--- config.mk ---
export PLATFORM = sky130hd
export DESIGN_NAME = blk_pe_seq
export DESIGN_NICKNAME = d
export VERILOG_FILES = /design/src/rtl/blkseq_pkg.sv /design/src/rtl/blkseq_walk.sv /design/src/rtl/blkseq_retry.sv /design/src/rtl/blkseq_cmp.sv /design/src/rtl/blk_pe_seq.sv
export SDC_FILE = /design/constraint.sdc
export NUM_CORES = 1
export LEC_CHECK = 0
export BUFFER_PORTS_ARGS = -buffer_cell sky130_fd_sc_hd__buf_2
export CAP_MARGIN = 10
export CORE_MARGIN = 3
export CORE_UTILIZATION = 52
export CTS_CLUSTER_DIAMETER = 120
export DETAILED_ROUTE_END_ITERATION = 6
export HOLD_SLACK_MARGIN = 0.1
export PLACE_DENSITY = 0.78
export SYNTH_ARGS = -nofsm -noshare
export SYNTH_HDL_FRONTEND = slang
export SYNTH_SLANG_ARGS = --single-unit
--- constraint.sdc ---
create_clock -name clk -period 2.2 [get_ports clk]
set_input_delay 0.11 -clock clk [delete_from_list [all_inputs] [get_ports clk]]
set_output_delay 0.11 -clock clk [all_outputs]
set_load 0.005 [all_outputs]
--- src/rtl/blkseq_pkg.sv ---
package blkseq_pkg;

  typedef enum logic [2:0] {
    ST_IDLE  = 3'd0,
    ST_LOAD  = 3'd1,
    ST_LWAIT = 3'd2,
    ST_WPASS = 3'd3,
    ST_VRD   = 3'd4,
    ST_VCMP  = 3'd5,
    ST_VWR   = 3'd6
  } seq_state_t;

  typedef enum logic {
    OP_PROG  = 1'b0,
    OP_ERASE = 1'b1
  } seq_op_t;

endpackage

--- src/rtl/blkseq_walk.sv ---
module blkseq_walk #(
  parameter int WORDS = 16,
  localparam int OFF_W = (WORDS > 1) ? $clog2(WORDS) : 1
) (
  input  logic             clk,
  input  logic             rst,
  input  logic             load,
  input  logic [OFF_W-1:0] load_val,
  input  logic             step,
  output logic [OFF_W-1:0] off_o,
  output logic             last_o
);

  localparam logic [OFF_W-1:0] LAST_OFF = OFF_W'(WORDS - 1);

  logic [OFF_W-1:0] off_q;

  always_ff @(posedge clk) begin
    if (rst) begin
      off_q <= '0;
    end else if (load) begin
      off_q <= load_val;
    end else if (step) begin
      off_q <= (off_q == LAST_OFF) ? '0 : off_q + 1'b1;
    end
  end

  assign off_o  = off_q;
  assign last_o = (off_q == LAST_OFF);

  // the word pointer never leaves the block
  assert_off_range_R7: assert property (@(posedge clk) disable iff (rst)
    off_q <= LAST_OFF);

endmodule

--- src/rtl/blkseq_retry.sv ---
module blkseq_retry #(
  parameter int MAX_TRIES = 8,
  localparam int TRY_W = $clog2(MAX_TRIES + 1)
) (
  input  logic clk,
  input  logic rst,
  input  logic clr,
  input  logic inc,
  output logic at_max_o
);

  localparam logic [TRY_W-1:0] LIMIT = TRY_W'(MAX_TRIES);

  logic [TRY_W-1:0] cnt_q;

  always_ff @(posedge clk) begin
    if (rst) begin
      cnt_q <= TRY_W'(1);
    end else if (clr) begin
      cnt_q <= TRY_W'(1);
    end else if (inc && (cnt_q != LIMIT)) begin
      cnt_q <= cnt_q + 1'b1;
    end
  end

  assign at_max_o = (cnt_q == LIMIT);

  // a pulse is never requested past the attempt limit
  assert_try_bound_R8: assert property (@(posedge clk) disable iff (rst)
    at_max_o |-> !inc);

endmodule

--- src/rtl/blkseq_cmp.sv ---
module blkseq_cmp #(
  parameter int WORD_W = 16,
  parameter int LANE_W = 8,
  localparam int NLANE = WORD_W / LANE_W
) (
  input  logic [WORD_W-1:0] rd_i,
  input  logic [WORD_W-1:0] tgt_i,
  input  logic [WORD_W-1:0] old_i,
  input  logic [WORD_W-1:0] new_i,
  output logic              match_o,
  output logic [WORD_W-1:0] merged_o
);

  logic [NLANE-1:0] lane_eq;

  for (genvar l = 0; l < NLANE; l++) begin : g_lane
    assign lane_eq[l] = (rd_i[l*LANE_W +: LANE_W] == tgt_i[l*LANE_W +: LANE_W]);
    assign merged_o[l*LANE_W +: LANE_W] =
      old_i[l*LANE_W +: LANE_W] & new_i[l*LANE_W +: LANE_W];
  end

  if (NLANE * LANE_W < WORD_W) begin : g_tail
    localparam int TB = NLANE * LANE_W;
    assign merged_o[WORD_W-1:TB] = old_i[WORD_W-1:TB] & new_i[WORD_W-1:TB];
    assign match_o = (&lane_eq) && (rd_i[WORD_W-1:TB] == tgt_i[WORD_W-1:TB]);
  end else begin : g_full
    assign match_o = &lane_eq;
  end

endmodule

--- src/rtl/blk_pe_seq.sv ---
module blk_pe_seq
  import blkseq_pkg::*;
#(
  parameter int WORD_W    = 16,
  parameter int BLK_WORDS = 16,
  parameter int NUM_BLKS  = 4,
  parameter int MAX_TRIES = 8,
  parameter int LANE_W    = 8,
  localparam int OFF_W  = (BLK_WORDS > 1) ? $clog2(BLK_WORDS) : 1,
  localparam int BLK_W  = (NUM_BLKS > 1) ? $clog2(NUM_BLKS) : 1,
  localparam int ADDR_W = BLK_W + OFF_W
) (
  input  logic              clk,
  input  logic              rst,
  input  logic              start_i,
  input  logic              op_i,
  input  logic [BLK_W-1:0]  blk_i,
  input  logic [OFF_W-1:0]  word_i,
  input  logic [WORD_W-1:0] data_i,
  output logic              busy_o,
  output logic              done_o,
  output logic              pass_o,
  output logic              perr_o,
  output logic              eerr_o,
  output logic [ADDR_W-1:0] arr_addr_o,
  output logic [WORD_W-1:0] arr_wdata_o,
  output logic              arr_we_o,
  input  logic [WORD_W-1:0] arr_rdata_i
);

  seq_state_t        state_q, state_n;
  seq_op_t           op_q;
  logic [BLK_W-1:0]  blk_q;
  logic [WORD_W-1:0] data_q;
  logic [WORD_W-1:0] tgt_q;
  logic              phase_q;
  logic              busy_q, done_q, pass_q, perr_q, eerr_q, we_q;

  logic              walk_load, walk_step;
  logic [OFF_W-1:0]  walk_val;
  logic [OFF_W-1:0]  off;
  logic              last;
  logic              try_clr, try_inc, at_max;
  logic              match;
  logic [WORD_W-1:0] merged;
  logic              accept, phase_adv, finish, fail;

  blkseq_walk #(.WORDS(BLK_WORDS)) u_walk (
    .clk(clk), .rst(rst), .load(walk_load), .load_val(walk_val),
    .step(walk_step), .off_o(off), .last_o(last)
  );

  blkseq_retry #(.MAX_TRIES(MAX_TRIES)) u_retry (
    .clk(clk), .rst(rst), .clr(try_clr), .inc(try_inc), .at_max_o(at_max)
  );

  blkseq_cmp #(.WORD_W(WORD_W), .LANE_W(LANE_W)) u_cmp (
    .rd_i(arr_rdata_i), .tgt_i(tgt_q), .old_i(arr_rdata_i), .new_i(data_q),
    .match_o(match), .merged_o(merged)
  );

  always_comb begin
    state_n   = state_q;
    walk_load = 1'b0;
    walk_val  = '0;
    walk_step = 1'b0;
    try_clr   = 1'b0;
    try_inc   = 1'b0;
    accept    = 1'b0;
    phase_adv = 1'b0;
    finish    = 1'b0;
    fail      = 1'b0;
    unique case (state_q)
      ST_IDLE: begin
        if (start_i) begin
          accept    = 1'b1;
          walk_load = 1'b1;
          try_clr   = 1'b1;
          if (seq_op_t'(op_i) == OP_ERASE) begin
            walk_val = '0;
            state_n  = ST_WPASS;
          end else begin
            walk_val = word_i;
            state_n  = ST_LOAD;
          end
        end
      end
      ST_LOAD:  state_n = ST_LWAIT;
      ST_LWAIT: state_n = ST_WPASS;
      ST_WPASS: begin
        if (op_q == OP_PROG) begin
          state_n = ST_VRD;
        end else if (last) begin
          walk_load = 1'b1;
          state_n   = ST_VRD;
        end else begin
          walk_step = 1'b1;
        end
      end
      ST_VRD: state_n = ST_VCMP;
      ST_VCMP: begin
        if (match) begin
          if ((op_q == OP_ERASE) && !last) begin
            walk_step = 1'b1;
            try_clr   = 1'b1;
            state_n   = ST_VRD;
          end else if ((op_q == OP_ERASE) && !phase_q) begin
            walk_load = 1'b1;
            try_clr   = 1'b1;
            phase_adv = 1'b1;
            state_n   = ST_WPASS;
          end else begin
            finish  = 1'b1;
            state_n = ST_IDLE;
          end
        end else if (at_max) begin
          finish  = 1'b1;
          fail    = 1'b1;
          state_n = ST_IDLE;
        end else begin
          try_inc = 1'b1;
          state_n = ST_VWR;
        end
      end
      ST_VWR:  state_n = ST_VRD;
      default: state_n = ST_IDLE;
    endcase
  end

  always_ff @(posedge clk) begin
    if (rst) begin
      state_q <= ST_IDLE;
      op_q    <= OP_PROG;
      blk_q   <= '0;
      data_q  <= '0;
      tgt_q   <= '0;
      phase_q <= 1'b0;
      busy_q  <= 1'b0;
      done_q  <= 1'b0;
      pass_q  <= 1'b0;
      perr_q  <= 1'b0;
      eerr_q  <= 1'b0;
      we_q    <= 1'b0;
    end else begin
      state_q <= state_n;
      busy_q  <= (state_n != ST_IDLE);
      we_q    <= (state_n == ST_WPASS) || (state_n == ST_VWR);
      done_q  <= finish;
      if (accept) begin
        op_q    <= seq_op_t'(op_i);
        blk_q   <= blk_i;
        data_q  <= data_i;
        phase_q <= 1'b0;
        tgt_q   <= '0;
        pass_q  <= 1'b0;
        perr_q  <= 1'b0;
        eerr_q  <= 1'b0;
      end
      if (state_q == ST_LWAIT) begin
        tgt_q <= merged;
      end
      if (phase_adv) begin
        phase_q <= 1'b1;
        tgt_q   <= '1;
      end
      if (finish) begin
        pass_q <= !fail;
        perr_q <= fail && (op_q == OP_PROG);
        eerr_q <= fail && (op_q == OP_ERASE);
      end
    end
  end

  assign busy_o      = busy_q;
  assign done_o      = done_q;
  assign pass_o      = pass_q;
  assign perr_o      = perr_q;
  assign eerr_o      = eerr_q;
  assign arr_we_o    = we_q;
  assign arr_addr_o  = {blk_q, off};
  assign arr_wdata_o = tgt_q;

  // done is a single-cycle pulse
  assert_done_pulse_R2: assert property (@(posedge clk) disable iff (rst)
    done_o |=> !done_o);

  // done arrives as busy drops, ending a busy stretch
  assert_done_idle_R2: assert property (@(posedge clk) disable iff (rst)
    done_o |-> (!busy_o && $past(busy_o)));

  // the array is written only during a job
  assert_we_busy_R7: assert property (@(posedge clk) disable iff (rst)
    arr_we_o |-> busy_o);

  // block address bits hold for the whole job
  assert_blk_hold_R7: assert property (@(posedge clk) disable iff (rst)
    (busy_o && $past(busy_o)) |-> $stable(arr_addr_o[ADDR_W-1 -: BLK_W]));

  // exactly one result flag accompanies done
  assert_result_onehot_R9: assert property (@(posedge clk) disable iff (rst)
    done_o |-> ($countones({pass_o, perr_o, eerr_o}) == 1));

  // an erase failure never shows up as a program failure
  assert_err_excl_R10: assert property (@(posedge clk) disable iff (rst)
    $onehot0({perr_o, eerr_o}));

endmodule

==> results.json <==
{
  "status": "complete, no violations",
  "hold_path_startpoint": "arr_rdata_i[2]",
  "syn_avg_cell_area_um2": 8.60,
  "n_antenna_cell": 0,
  "setup_viol_count_final": 0,
  "hpwl_mm": 4.28,
  "hold_viol": 0,
  "num_rows": 24,
  "cp.arrival_ns": 2.24,
  "cts-root-buf": "clkbuf_8",
  "finalCritPeriodShare": 0.927,
  "clk_pin_slew_ns": 0.10,
  "stdcell_count": 428,
  "drive_above_1_share": 0.261,
  "critical_path_class": "flop to flop",
  "track_usage": 0.232,
  "most-common-layout-cells": "69 x buf_2, 53 x dfxtp_1, 50 x nand2_1",
  "syn-num-nets": 333,
  "firstDrtPassIters": 4,
  "grt_start_max_net_pins": 28,
  "io_buffers": 69,
  "drc": 0,
  "pwr_density_cell_mw_per_mm2": 681,
  "wl_per_cell_um": 15.0,
  "clock.fmax_mhz": 490,
  "max_slew_margin": 0.531,
  "ys_ff_latch": 53,
  "die_w_um": 75.0,
  "vias_per_cell": 5.57,
  "worst_pin_slew_ns": 0.702,
  "syn_area_mm2": 0.00248,
  "hold_path_depth": 3,
  "yosysSeqAreaShare": 0.428,
  "hold_class": "input pin to flop",
  "place_inst": 398,
  "fin_nets": 420,
  "period_needed_ns": 2.04,
  "grt_pass1_wl_mm": 10.0,
  "report.final.slew_viol_count": 0,
  "reg2reg_slack_ns": 0.16,
  "yosysUniqueCellTypes": 45,
  "first_global_vias": 2217,
  "clk_latency_ns": 0.32,
  "min_to": "arr_wdata_o[2]",
  "postRouteAntennaNets": 0,
  "drtIter0Drc": 143,
  "area_growth_pct": 28.7,
  "start_kind": "flop",
  "core_area_mm2": 0.00447,
  "cp_max_fo": 12,
  "start_util": 0.553,
  "fin_skew_ns": 0.0121,
  "cts_inserted_buffers": 5,
  "die_area_mm2": 0.00563,
  "regToRegEndpoint": "busy_o",
  "num_vias": 2384,
  "cap_violations": 0,
  "endpoint_kind": "flop",
  "fp.dieH_um": 75.0,
  "ioPinCount": 70,
  "h-tree-depth": 2,
  "clock_sinks": 53,
  "cts_buffer_depth": 2,
  "overflow": 0,
  "globalplace.congestion": 0.843,
  "ir_drop_mv": 0.418,
  "fin_setup_tns_ns": 0,
  "cts_tree": "done",
  "rsz0062_at_grt": "yes",
  "worstPathRequired_ns": 2.40,
  "worstRegToRegCells": 7,
  "drt-total-wl_mm": 6.43,
  "netlist_instances": 288,
  "final_common_cell": "buf_2",
  "antenna_found_initial": 0,
  "power_leakage_nw": 1.29,
  "r2r_start": "arr_wdata_o[2]",
  "yosysWarnings": 0
}
==> through the flow <==
step	power, mW	worst slack (ns)	cell area [um^2]	utilization	hold WS, ns
global placement	1.54	0.249	2860	0.639	0.350
global route	2.28	-0.00134	3190	0.712	0.139
floorplan	1.40	0.393	2480	-	0.246
CTS	2.17	0.126	3180	0.710	0.133
detailed placement	1.55	0.152	2860	0.639	0.357
finish	2.17	0.160	3190	0.712	0.136
==> power by group <==
group	internal, mW	total, mW	switching (mW)
clock network	0.260	0.601	0.341
logic	0.203	0.477	0.275
registers	1.03	1.09	0.0644
==> cell usage after synthesis, drive strengths merged <==
cell / n / area share
buf: 6 / 0.018
a21o: 1 / 0.0030
o21a: 1 / 0.0030
nand2: 50 / 0.076
nor2b: 1 / 0.0056
nor4: 2 / 0.011
nor3: 5 / 0.010
or4b: 1 / 0.0056
o31a: 1 / 0.0035
clkbuf: 13 / 0.020
and2: 3 / 0.0086
nand4: 5 / 0.013
o31ai: 3 / 0.015
a22o: 2 / 0.0071
nand3b: 2 / 0.0061
o211ai: 1 / 0.0030
nor4b: 2 / 0.0071
and3b: 1 / 0.0035
a221oi: 1 / 0.0035
a31oi: 3 / 0.0076
inv: 9 / 0.014
ha: 3 / 0.015
a2111oi: 3 / 0.013
xnor2: 19 / 0.067
a31o: 1 / 0.0035
nand2b: 2 / 0.0051
or3: 1 / 0.0025
a21oi: 42 / 0.086
o32ai: 2 / 0.0071
o21ai: 6 / 0.012
mux2i: 3 / 0.012
a32oi: 16 / 0.057
a211oi: 2 / 0.0061
dfxtp: 53 / 0.43
nor2: 16 / 0.027
nand3: 6 / 0.014
==> what timing repair did <==
item	CTS	global route
setup endpoints to repair	0	11
buffers inserted	0	0
hold buffers	22	0
hold endpoints to repair	22	0
gates resized for setup	0	2
==> worst max path at each step <==
stage,startpoint,to,cells past startpoint
after floorplan,u_walk.off_o[0],u_walk.off_o[3],6
after global placement,arr_wdata_o[10],busy_o,7
after detailed placement,u_walk.off_o[0],u_walk.off_o[3],6
after CTS,u_walk.off_o[0],u_walk.off_o[3],6
after global routing,u_walk.off_o[0],u_walk.off_o[3],7
final,arr_wdata_o[2],busy_o,7
==> flip-flops by register name, summed over array words and instances (netlist names) <==
name,count
eerr_o,1
arr_we_o,1
done_o,1
pass_o,1
arr_wdata_o,16
phase_q,1
blk_q,2
op_q,1
busy_o,1
data_q,16
u_walk.off_o,4
state_q,3
u_retry.cnt_q,4
perr_o,1
==> metal layers <==
layer,vias to the layer above,wire length (um),track usage
li1,1198,-,-
met5,-,0,0
met2,72,3020,0.368
met1,1101,2910,0.308
met3,13,385,0.0494
met4,0,114,0.0909
==> worst max-delay path, stage by stage (launching register included) <==
cell and delay, ns:
dfxtp_1 0.34, xnor2_1 0.17, nand4_1 0.19, nor4_4 0.33
buf_4 0.24, or3_1 0.22, nand2_1 0.14, o31a_1 0.29
==> cell families (layout without fill, tap and decap cells) <==
kind of cell,count (synthesis),in the layout,share of synthesized area
mux,3,3,0.0121
buf+inv,28,116,0.0515
xor+xnor,19,19,0.0672
simple gates,97,97,0.195
flops,53,53,0.429
compound gates,85,85,0.230
fa+ha+maj,3,3,0.0152
==> layout make-up <==
| class | instances | area (um^2) |
|---|---|---|
| clock inverters | 2 | 16.3 |
| clock buffers | 6 | 82.6 |
| repair buffers | 99 | 626 |
| well taps | 52 | 65.1 |
| flip-flops and latches | 53 | 1060 |
| fillers | 349 | 1290 |
| inverters | 9 | 33.8 |
| multi-input cells | 207 | 1300 |
No activity file was read; power rests on OpenSTA's default activity.
